**src/rtl/sdclk_pkg.sv**
```systemverilog
package sdclk_pkg;

    typedef enum logic [1:0] {
        S_STOP = 2'd0,
        S_HIGH = 2'd1,
        S_LOW  = 2'd2,
        S_BYP  = 2'd3
    } ck_state_e;

    localparam logic [1:0] BUS_1B  = 2'b00;
    localparam logic [1:0] BUS_4B  = 2'b01;
    localparam logic [1:0] BUS_8B  = 2'b10;

    function automatic logic ddr_allowed(input logic ddr, input logic [1:0] width);
        return ddr && (width == BUS_4B || width == BUS_8B);
    endfunction

endpackage

```
**src/rtl/sdclk_cfg.sv**
```systemverilog
module sdclk_cfg #(
    parameter int DIV_W = 10
) (
    input  logic             clk_i,
    input  logic             rst_ni,
    input  logic             we_i,
    input  logic             cmd_busy_i,
    input  logic             dat_busy_i,
    input  logic [DIV_W-1:0] div_i,
    input  logic             pwrsave_i,
    input  logic             fall_i,
    input  logic [1:0]       width_i,
    input  logic             ddr_i,
    input  logic             hwfc_i,
    output logic [DIV_W-1:0] div_o,
    output logic             pwrsave_o,
    output logic             fall_o,
    output logic [1:0]       width_o,
    output logic             ddr_o,
    output logic             hwfc_o
);

    logic accept;
    assign accept = we_i && !cmd_busy_i && !dat_busy_i;

    always_ff @(posedge clk_i or negedge rst_ni) begin
        if (!rst_ni) begin
            div_o     <= '0;
            pwrsave_o <= 1'b0;
            fall_o    <= 1'b0;
            width_o   <= '0;
            ddr_o     <= 1'b0;
            hwfc_o    <= 1'b0;
        end else if (accept) begin
            div_o     <= div_i;
            pwrsave_o <= pwrsave_i;
            fall_o    <= fall_i;
            width_o   <= width_i;
            ddr_o     <= ddr_i;
            hwfc_o    <= hwfc_i;
        end
    end

endmodule

```
**src/rtl/sdclk_fsm.sv**
```systemverilog
module sdclk_fsm
    import sdclk_pkg::*;
#(
    parameter int DIV_W = 10
) (
    input  logic             clk_i,
    input  logic             rst_ni,
    input  logic [DIV_W-1:0] div_cfg_i,
    input  logic             run_i,
    output ck_state_e        state_o,
    output logic             first_o,
    output logic [DIV_W-1:0] div_act_o,
    output logic             gate_o
);

    ck_state_e        st_q, st_d;
    logic [DIV_W-1:0] cnt_q, cnt_d;
    logic [DIV_W-1:0] div_q, div_d;
    logic             gate_q;
    logic             last;
    logic             cfg_zero;

    assign cfg_zero = (div_cfg_i == '0);
    assign last     = (cnt_q == div_q - 1'b1);

    // state register
    always_ff @(posedge clk_i or negedge rst_ni) begin
        if (!rst_ni) begin
            st_q  <= S_STOP;
            cnt_q <= '0;
            div_q <= '0;
        end else begin
            st_q  <= st_d;
            cnt_q <= cnt_d;
            div_q <= div_d;
        end
    end

    // bypass gate moves only while the input clock is low
    always_ff @(negedge clk_i or negedge rst_ni) begin
        if (!rst_ni) begin
            gate_q <= 1'b0;
        end else begin
            gate_q <= (st_q == S_BYP) && cfg_zero && run_i;
        end
    end

    // next state
    always_comb begin
        st_d  = st_q;
        cnt_d = cnt_q;
        div_d = div_q;
        unique case (st_q)
            S_STOP: begin
                if (cfg_zero) begin
                    st_d = S_BYP;
                end else if (run_i) begin
                    st_d  = S_HIGH;
                    div_d = div_cfg_i;
                    cnt_d = '0;
                end
            end
            S_HIGH: begin
                if (last) begin
                    st_d  = S_LOW;
                    cnt_d = '0;
                end else begin
                    cnt_d = cnt_q + 1'b1;
                end
            end
            S_LOW: begin
                if (last) begin
                    cnt_d = '0;
                    div_d = div_cfg_i;
                    if (cfg_zero) begin
                        st_d = S_BYP;
                    end else if (!run_i) begin
                        st_d = S_STOP;
                    end else begin
                        st_d = S_HIGH;
                    end
                end else begin
                    cnt_d = cnt_q + 1'b1;
                end
            end
            S_BYP: begin
                if (!cfg_zero && !gate_q) begin
                    st_d = S_STOP;
                end
            end
            default: st_d = S_STOP;
        endcase
    end

    // outputs
    always_comb begin
        state_o   = st_q;
        first_o   = (cnt_q == '0);
        div_act_o = div_q;
        gate_o    = gate_q;
    end

endmodule

```
**src/rtl/sdclk_gen.sv**
```systemverilog
module sdclk_gen
    import sdclk_pkg::*;
#(
    parameter int DIV_W = 10
) (
    input  logic             clk_i,
    input  logic             rst_ni,
    input  logic             cfg_we_i,
    input  logic [DIV_W-1:0] cfg_div_i,
    input  logic             cfg_pwrsave_i,
    input  logic             cfg_fall_launch_i,
    input  logic [1:0]       cfg_width_i,
    input  logic             cfg_ddr_i,
    input  logic             cfg_hwfc_i,
    input  logic             cmd_active_i,
    input  logic             dat_active_i,
    input  logic             bus_idle_i,
    output logic             card_clk_o,
    output logic             launch_o,
    output logic             ddr_launch_o,
    output logic [DIV_W-1:0] cfg_div_o,
    output logic             cfg_pwrsave_o,
    output logic             cfg_fall_launch_o,
    output logic [1:0]       cfg_width_o,
    output logic             cfg_ddr_o,
    output logic             cfg_hwfc_o
);

    ck_state_e        st;
    logic             first;
    logic [DIV_W-1:0] div_act;
    logic             gate;
    logic             run;
    logic             div_clk;
    logic             ddr_on;

    sdclk_cfg #(.DIV_W(DIV_W)) u_cfg (
        .clk_i      (clk_i),
        .rst_ni     (rst_ni),
        .we_i       (cfg_we_i),
        .cmd_busy_i (cmd_active_i),
        .dat_busy_i (dat_active_i),
        .div_i      (cfg_div_i),
        .pwrsave_i  (cfg_pwrsave_i),
        .fall_i     (cfg_fall_launch_i),
        .width_i    (cfg_width_i),
        .ddr_i      (cfg_ddr_i),
        .hwfc_i     (cfg_hwfc_i),
        .div_o      (cfg_div_o),
        .pwrsave_o  (cfg_pwrsave_o),
        .fall_o     (cfg_fall_launch_o),
        .width_o    (cfg_width_o),
        .ddr_o      (cfg_ddr_o),
        .hwfc_o     (cfg_hwfc_o)
    );

    assign run = !(cfg_pwrsave_o && bus_idle_i);

    sdclk_fsm #(.DIV_W(DIV_W)) u_fsm (
        .clk_i     (clk_i),
        .rst_ni    (rst_ni),
        .div_cfg_i (cfg_div_o),
        .run_i     (run),
        .state_o   (st),
        .first_o   (first),
        .div_act_o (div_act),
        .gate_o    (gate)
    );

    assign div_clk    = (st == S_HIGH);
    assign ddr_on     = ddr_allowed(cfg_ddr_o, cfg_width_o);
    assign card_clk_o = div_clk | (clk_i & gate);

    always_comb begin
        launch_o     = 1'b0;
        ddr_launch_o = 1'b0;
        unique case (st)
            S_HIGH: begin
                launch_o     = first && !cfg_fall_launch_o;
                ddr_launch_o = first && ddr_on;
            end
            S_LOW: begin
                launch_o     = first && cfg_fall_launch_o;
                ddr_launch_o = first && ddr_on;
            end
            S_BYP:   launch_o = gate;
            S_STOP:  launch_o = 1'b0;
            default: launch_o = 1'b0;
        endcase
    end

endmodule

```
**config.mk**
```make
export PLATFORM = sky130hd
export DESIGN_NAME = sdclk_gen
export DESIGN_NICKNAME = d
export VERILOG_FILES = /design/src/rtl/sdclk_pkg.sv /design/src/rtl/sdclk_cfg.sv /design/src/rtl/sdclk_fsm.sv /design/src/rtl/sdclk_gen.sv
export SDC_FILE = /design/constraint.sdc
export NUM_CORES = 1
export LEC_CHECK = 0
export ABC_CLOCK_PERIOD_IN_PS = 2700
export BUFFER_PORTS_ARGS = -buffer_cell sky130_fd_sc_hd__buf_2
export CAP_MARGIN = 40
export CELL_PAD_IN_SITES_DETAIL_PLACEMENT = 1
export CELL_PAD_IN_SITES_GLOBAL_PLACEMENT = 1
export CORE_UTILIZATION = 31
export CTS_CLUSTER_SIZE = 8
export DETAILED_ROUTE_END_ITERATION = 7
export MAX_ROUTING_LAYER = met4
export PLACE_DENSITY = 0.69
export SYNTH_ARGS = -nofsm -noshare
export SYNTH_HDL_FRONTEND = slang
export SYNTH_SLANG_ARGS = --single-unit
```
**constraint.sdc**
```tcl
create_clock -name clk_i -period 2.7 [get_ports clk_i]
set_clock_uncertainty 0.1 [all_clocks]
set_input_delay 0.27 -clock clk_i [delete_from_list [all_inputs] [get_ports clk_i]]
set_output_delay 0.27 -clock clk_i [all_outputs]
set_load 0.01 [all_outputs]
```
==> flow_summary.yaml, run 1 <==
hold_path:
  min-delay-start: "cfg_width_i[0]"
  timing.hold.worst.class: "input port to register"
  worstHoldPathCells: 2
  hold_end: "u_cfg.width_o[0]"
worst_setup_path:
  crit_path_start: "u_fsm.gate_o"
  timing.critical_path.fanout_max: 2
  crit_path_kind: "register to output port"
  r2r_setup_slack_ps: -270
  r2r_cells: 7
  worstReg2RegEnd: "u_fsm.state_o[1]"
  critical_path_startpoint_category: "register"
  critical_path.endpoint_type: "output port"
  worst_endpoint_required_time_ps: 2330
  worst_ep_arrival_time_ps: 2700
  crit-reg2reg-launch: "u_fsm.gate_o"
finish:
  finish.cell_count_without_fillers: 469
  finalCoreUtilization: 0.420
  n_antenna_cell: 0
  flow.area_growth_from_synthesis_pct: 29.6
  fin_area_um2: 3510
  finish.net_count: 393
  drive_above_1_share: 0.313
yosys:
  syn_area_um2: 2710
  postSynthRegisterBits: 39
  synth_most_common_cell: "dfrtp_1"
  syn_nets: 320
  ys_types: 57
  synth_ff_type: "dfrtp_1"
  synth-seq-area-share: 0.361
  synth_area_leader_cell: "dfrtp_1"
  post_synth_main_area_contributors: "dfrtp_1, mux2_2, nand2_1"
  yosysWarnings: 0
  yosys.area.top_type_share: 0.352
  synth_enable_flop_cells: 0
  syn_inst: 290
  per_instance_average_area_after_synthesis_um2: 9.33
  post_synth_most_frequent_cells: "dfrtp_1, nand2_1, mux2_2"
  synth-async-reset-ratio: 1.00
global_route:
  grt_overflow: 0
  grt_first_pass_wirelength_mm: 13.4
  grt_antenna_before_repair: 0
  globalRouteTotalUtil: 0.196
  grt_pass1_vias: 2684
  grt_start_max_net_pins: 39
die:
  ports: 41
  floorplan.core_area_um2: 8340
  die_area_um2: 9100
  floorplan.die.width_um: 95.4
  die_h_um: 95.4
  initial_core_util: 0.324
  num_rows: 33
timing:
  fin_hold_ws_ps: 6.59
  count_of_final_setup_violators: 5
  rsz_0062_raised_after_global_routing: "yes"
  slew-limit-headroom: 0.646
  transition_at_the_pin_with_the_smallest_max_transition_slack_ps: 530
  setup_ws_ps: -367
  finalHoldViolCount: 0
  final-max-slew-violation-count: 0
drt:
  via_per_inst: 5.60
  avgRoutedWirePerCell_um: 17.4
  drc_errors: 0
  num_vias: 2627
  finalWirelength_mm: 8.14
  drt_first_pass_iters: 5
  drt.antenna.violating_nets: 0
  drtIter0Drc: 114
power:
  irDropWorstVdd_v: 0.000346
  power.leakage_nw: 1.49
  power.density_cell_area_nw_per_um2: 1120
placed_design:
  place_inst: 444
  place.gp.congestion: 0.810
  postPlaceCellArea_um2: 3190
  dp_hpwl_mm: 5.55
  count_of_input_and_output_buffers: 40
  pre_cts_ws_ps: -203
outcome:
  run_status: "finished, violations left"
  violations_in_the_final_reports: "negative setup slack"
clocking:
  tritoncts: "done"
  clk_transition_reported_paths_ps: 90
  worstSkewPairLatency_ps: 410
job:
  cap_viol_max_count: 0
-- report_power, final --
group | internal (W) | switching [W] | leakage, nW
Sequential | 0.000784 | 0.000274 | 0.466
Clock | 0.000337 | 0.000260 | 0.0856
Combinational | 0.00102 | 0.00126 | 0.934
-- critical path, cell delays in order, from the launching register on --
cell	delay (ps)
dfrtn_1	420
nand2_2	60
buf_4	130
o22ai_2	150
buf_2	170
-- what timing repair did --
action,in CTS,in global routing
gates resized for setup,3,3
hold buffers,10,3
cloned,0,0
setup endpoints to repair,5,5
buffers inserted,2,1
pin swaps,8,4
endpoints found under the hold margin,47,3
-- final cells by class --
class                      count  area [um2]
multi-input combinational    223        1640
clock buffer                  11         143
sequential                    39         976
inverter                       8        30.0
tap                          105         131
fill                         966        4830
timing repair buffer          82         576
clock inverter                 1        7.51
-- sequential cells by signal (all words and copies together), names as in the netlist --
signal and count:
u_cfg.width_o 2, u_cfg.ddr_o 1, u_fsm.div_act_o 10, u_fsm.gate_o 1, u_fsm.state_o 2, u_fsm.cnt_q 10, u_cfg.pwrsave_o 1, u_cfg.hwfc_o 1
u_cfg.fall_o 1, u_cfg.div_o 10
-- how the worst max path moves through the flow --
stage,depth (start not counted),endpoint
finish,4,launch_o
floorplan,3,u_fsm.gate_o
global route,4,launch_o
CTS,4,launch_o
global placement,6,u_fsm.state_o[0]
detailed placement,6,u_fsm.state_o[1]
-- cell usage in the layout, fill, tap and decap left out, drive strengths merged, types with 10 or more instances in the layout --
| cell type | synthesis | final |
|---|---|---|
| a221oi | 10 | 10 |
| and2 | 11 | 11 |
| buf | 8 | 70 |
| clkbuf | 12 | 10 |
| dfrtp | 38 | 38 |
| dlygate4sd3 | 0 | 13 |
| mux2 | 16 | 16 |
| nand2 | 30 | 30 |
| nor2 | 14 | 14 |
| nor3b | 12 | 12 |
| o21ai | 14 | 14 |
| o311ai | 10 | 10 |
-- stage by stage --
| step | total power, W | setup TNS, ps |
|---|---|---|
| after floorplan | 0.00264 | -192 |
| after detailed placement | 0.00333 | -420 |
| final | 0.00394 | -1120 |
| after global placement | 0.00322 | -288 |
| after CTS | 0.00395 | -1050 |
| after global routing | 0.00428 | -1440 |
-- cell families after synthesis --
logic type	synth area share
compound gates	0.198
xor+xnor	0.0453
fa+ha+maj	0.0370
buf+inv	0.0500
flops	0.361
mux	0.0703
simple gates	0.238
-- routing by layer --
metal / up-vias / track usage / wire length (um) / part of all wire
li1: 1244 / - / - / -
met1: 1305 / 0.250 / 3820 / 0.47
met2: 72 / 0.325 / 3970 / 0.49
met3: 6 / 0.0311 / 280 / 0.034
met4: 0 / 0.0498 / 72 / 0.0088
met5: - / - / 0 / 0
Power figures use the tool's default switching activity.
==> run 2, diff against run 1 <==
Settings changed: ABC_AREA set to 1, PLACE_DENSITY 0.69 to 0.72.
==> flow_summary.yaml, run 2 <==
outcome:
  run_status: "finished, violations left"
  violations_in_the_final_reports: "negative setup slack"
timing:
  setup_ws_ps: -277
  fin_hold_ws_ps: 10.7
  final-max-slew-violation-count: 0
  slew-limit-headroom: 0.617
  finalHoldViolCount: 0
  count_of_final_setup_violators: 3
  transition_at_the_pin_with_the_smallest_max_transition_slack_ps: 569
  rsz_0062_raised_after_global_routing: "yes"
worst_setup_path:
  crit_path_kind: "register to output port"
  timing.critical_path.fanout_max: 2
  crit_path_start: "u_fsm.gate_o"
  worst_path_max_delay_cell: "dfrtn_1"
  cp_top_family: "flip-flops"
  critical_path_buf_inv_count: 2
  worst_endpoint_required_time_ps: 2330
  crit-reg2reg-launch: "u_fsm.gate_o"
  critical_path.endpoint_type: "output port"
  path_cells: "inv_2, o31ai_4, buf_2"
  crit_path_max_incr_delay_ps: 430
  worst_ep_arrival_time_ps: 2610
  critical_path_startpoint_category: "register"
yosys:
  syn_area_um2: 2390
  per_instance_average_area_after_synthesis_um2: 7.78
  synth_area_leader_cell: "dfrtp_1"
  yosysWarnings: 0
  postSynthRegisterBits: 39
  synth_ff_type: "dfrtp_1"
  post_synth_main_area_contributors: "dfrtp_1, nand2_1, mux2_2"
  syn_inst: 307
  synth-async-reset-ratio: 1.00
  syn_nets: 337
  ys_types: 30
  synth_enable_flop_cells: 0
  synth_most_common_cell: "nand2_1"
  post_synth_most_frequent_cells: "nand2_1, dfrtp_1, nand3_1"
  synth-seq-area-share: 0.408
  yosys.area.top_type_share: 0.398
finish:
  n_antenna_cell: 0
  finish.cell_count_without_fillers: 468
  final_cell_mix: "nand2_1, buf_2, dfrtp_1"
  flow.area_growth_from_synthesis_pct: 24.7
  layout.cells.most_common: "nand2_1"
  finish.net_count: 398
  drive_above_1_share: 0.214
placed_design:
  dp_hpwl_mm: 4.86
  count_of_input_and_output_buffers: 40
  place_inst: 443
  place.gp.congestion: 0.817
die:
  die_area_um2: 8060
  floorplan.core_area_um2: 7370
  initial_core_util: 0.324
  ports: 41
  floorplan.die.width_um: 89.8
  num_rows: 31
  die_h_um: 89.8
clocking:
  tritoncts: "done"
  cts_setup_buffers: 0
  worstSkewPairLatency_ps: 410
  clk_transition_reported_paths_ps: 80
power:
  irDropWorstVdd_v: 0.000428
  power.leakage_nw: 1.49
  p_total_w: 0.00299
  power.density_cell_area_nw_per_um2: 1000
drt:
  drt.antenna.violating_nets: 0
  drt_first_pass_iters: 4
  via_per_inst: 4.70
  drc_errors: 0
  drtIter0Drc: 61
  num_vias: 2198
  finalWirelength_mm: 6.43
  avgRoutedWirePerCell_um: 13.7
global_route:
  grt_overflow: 0
  globalRouteTotalUtil: 0.178
  grt_antenna_before_repair: 0
  grt_start_max_net_pins: 39
  grt_first_pass_wirelength_mm: 11.2
  grt_pass1_vias: 2383
job:
  cap_viol_max_count: 0
hold_path:
  timing.hold.worst.class: "input port to register"
  min-delay-start: "cfg_div_i[1]"
-- run 2: cell types whose count changed after synthesis, sizes merged, moves of 10 or more --
cell    before  now
nand3        8   36
and2        11    1
nand2       30   88
inv          8   33
o311ai      10    0
nor2        14   33
nor3b       12    1
a221oi      10    0
-- run 2: what timing repair did --
item                                   in CTS  in global routing
pin swaps                                   0                  1
resized for setup                           1                  2
hold buffers                               13                  1
setup endpoints to repair                   3                  3
endpoints found under the hold margin      50                  1
-- run 2: final timing paths --
path / to / slack [ps] / depth (start not counted)
max in group asynchronous: u_fsm.gate_o / 1020 / 2
setup reg to reg: u_fsm.state_o[0] / 140 / 6
min in group asynchronous: u_fsm.cnt_q[3] / 430 / 3
hold / removal: u_cfg.div_o[1] / 10 / 2
setup / recovery: launch_o / -280 / 3
hold reg to reg: u_fsm.div_act_o[1] / 410 / 2
-- run 2: cell families (layout without fill, tap and decap cells) --
group	Yosys count	after routing	share of synthesized area
simple gates	166	166	0.302
flops	39	39	0.408
buf+inv	39	101	0.0654
compound gates	25	25	0.0555
mux	16	16	0.0754
xor+xnor	14	14	0.0513
fa+ha+maj	8	8	0.0419
-- run 2: metrics by stage --
stage / setup WS, ps / setup TNS [ps] / util / area (um2)
4_1_cts: -271 / -369 / 0.402 / 2960
6_report: -277 / -369 / 0.404 / 2980
5_1_grt: -342 / -476 / 0.404 / 2980
3_3_place_gp: 170 / 0 / 0.367 / 2700
3_5_place_dp: 125 / 0 / 0.367 / 2700
2_1_floorplan: 220 / 0 / - / 2390
-- run 2: layout make-up --
type                    instances  area (um2)
repair buffers                 56         358
clock inverters                 1        5.00
well taps                      99         124
multi-input cells             229        1270
inverters                      33         124
clock buffers                  11         123
fillers                       925        4390
flip-flops and latches         39         976
-- run 2: metal layers --
metal,vias up,part of all wire,wire length (um),GRT usage
met5,-,0,0,-
li1,1103,-,-,-
met1,1043,0.47,3010,0.214
met4,0,0.016,104,0.0751
met2,43,0.49,3150,0.296
met3,9,0.026,168,0.0288
-- run 2: report_power, final --
group          switching [W]  internal (W)
Sequential          0.000202      0.000740
Clock               0.000235      0.000283
Combinational       0.000967      0.000567
==> run 3, diff against run 2 <==
Settings changed: ABC_CLOCK_PERIOD_IN_PS 2700 to 2740, CORE_ASPECT_RATIO set to 0.9, CTS_BUF_LIST set to sky130_fd_sc_hd__clkbuf_8.
Clock period 2.7 ns to 2.74 ns, I/O delays scaled along.
==> flow_summary.yaml, run 3 (synthesized netlist as in run 2, its figures left out) <==
global_route:
  globalRouteTotalUtil: 0.189
  grt_start_max_net_pins: 39
  grt_antenna_before_repair: 0
  grt_overflow: 0
  grt_pass1_vias: 2401
  grt_first_pass_wirelength_mm: 11.4
finish:
  layout.cells.most_common: "nand2_1"
  drive_above_1_share: 0.221
  n_antenna_cell: 0
  final_cell_mix: "nand2_1, buf_2, dfrtp_1"
  finish.net_count: 396
  flow.area_growth_from_synthesis_pct: 24.7
timing:
  fin_hold_ws_ps: 8.86
  finalHoldViolCount: 0
  transition_at_the_pin_with_the_smallest_max_transition_slack_ps: 596
  slew-limit-headroom: 0.599
  count_of_final_setup_violators: 3
  setup_ws_ps: -248
  rsz_0062_raised_after_global_routing: "yes"
  final-max-slew-violation-count: 0
worst_setup_path:
  worst_ep_arrival_time_ps: 2610
  timing.critical_path.fanout_max: 2
  r2r_cells: 6
  r2r_setup_slack_ps: 160
  worst_endpoint_required_time_ps: 2370
  crit-reg2reg-launch: "u_fsm.gate_o"
  worstReg2RegEnd: "u_fsm.state_o[0]"
  critical_path_startpoint_category: "register"
  critical_path.endpoint_type: "output port"
  crit_path_kind: "register to output port"
drt:
  drc_errors: 0
  metal1_wirelength_mm: 3.22
  drt_first_pass_iters: 4
  drt.antenna.violating_nets: 0
  routed-wl-met3_um: 208
  detailroute.wirelength.met2_mm: 3.13
  dr.max_layer_used: "met4"
  num_vias: 2197
  via_per_inst: 4.78
  finalWirelength_mm: 6.65
  avgRoutedWirePerCell_um: 14.5
  drtIter0Drc: 47
hold_path:
  worstHoldPathCells: 2
  min-delay-start: "cfg_fall_launch_i"
  timing.hold.worst.class: "input port to register"
  hold_end: "u_cfg.fall_o"
die:
  die_h_um: 85.3
  floorplan.die.width_um: 94.6
  floorplan.core_area_um2: 7260
  die_area_um2: 8060
  ports: 41
  num_rows: 29
  initial_core_util: 0.329
placed_design:
  place.gp.congestion: 0.850
  count_of_input_and_output_buffers: 40
  dp_hpwl_mm: 4.83
power:
  power.leakage_nw: 1.50
  netSwitchingPower_w: 0.00142
  clock_power_share: 0.214
  power.density_cell_area_nw_per_um2: 1040
  power.share.combinational: 0.485
  pwr-share-seq: 0.301
  irDropWorstVdd_v: 0.000361
  internal_power_contribution_w: 0.00168
  power.share.switching: 0.458
  p_total_w: 0.00310
outcome:
  violations_in_the_final_reports: "negative setup slack"
  run_status: "finished, violations left"
clocking:
  worstSkewPairLatency_ps: 420
  clk_transition_reported_paths_ps: 90
  tritoncts: "done"
job:
  cap_viol_max_count: 0
run 3: changes by cell type in the layout (fill, tap and decap cells not counted), sizes merged:
cell	change
dlygate4sd3	-3
clkinv	-1
inv	+1
buf	+1
bufinv	+1
clkbuf	-1
run 3: worst max-delay path, stage by stage, from the launching register on:
cell and delay [ps]:
dfrtn_1 410, inv_1 50, o31ai_1 180, buf_2 180
run 3: what timing repair did:
action,CTS,global route
endpoints found under the setup margin,3,3
hold endpoints to repair,48,0
hold buffers,11,0
buffers inserted,1,0
gates resized for setup,1,0
run 3: area by class of cell:
cell class,count,area [um2]
tap,93,116
sequential,39,976
inverter,33,124
timing repair buffer,54,335
fill,896,4280
clock buffer,10,129
clock inverter,2,38.8
multi-input combinational,229,1260
run 3: power groups by stage:
stage               Sequential [W]  Combinational (W)   Clock [W]
global placement          0.000928            0.00145   0.0000143
finish                    0.000931            0.00150    0.000663
global route              0.000959            0.00173    0.000703
floorplan                 0.000906            0.00108  0.00000781
detailed placement        0.000942            0.00149   0.0000143
CTS                       0.000932            0.00151    0.000687
run 3: worst max-delay path by stage:
stage                      start       end  cells after the start
detailed placement  u_fsm.gate_o  launch_o                      3
global placement    u_fsm.gate_o  launch_o                      3
finish              u_fsm.gate_o  launch_o                      3
global route        u_fsm.gate_o  launch_o                      3
CTS                 u_fsm.gate_o  launch_o                      3
floorplan           u_fsm.gate_o  launch_o                      2
run 3: metal layers:
metal,GRT usage,up-vias
li1,-,1100
met1,0.244,1036
met2,0.298,50
met3,0.0341,11
met4,0.0620,0
met5,-,-
run 3: per-stage QoR:
step	TNS, ps	utilization	std cells	cell area [um2]	worst slack [ps]
2_1_floorplan	0	-	307	2390	236
3_3_place_gp	0	0.372	437	2700	209
3_5_place_dp	0	0.372	437	2700	185
4_1_cts	-427	0.411	460	2980	-256
5_1_grt	-479	0.411	460	2980	-282
6_report	-400	0.411	460	2980	-248
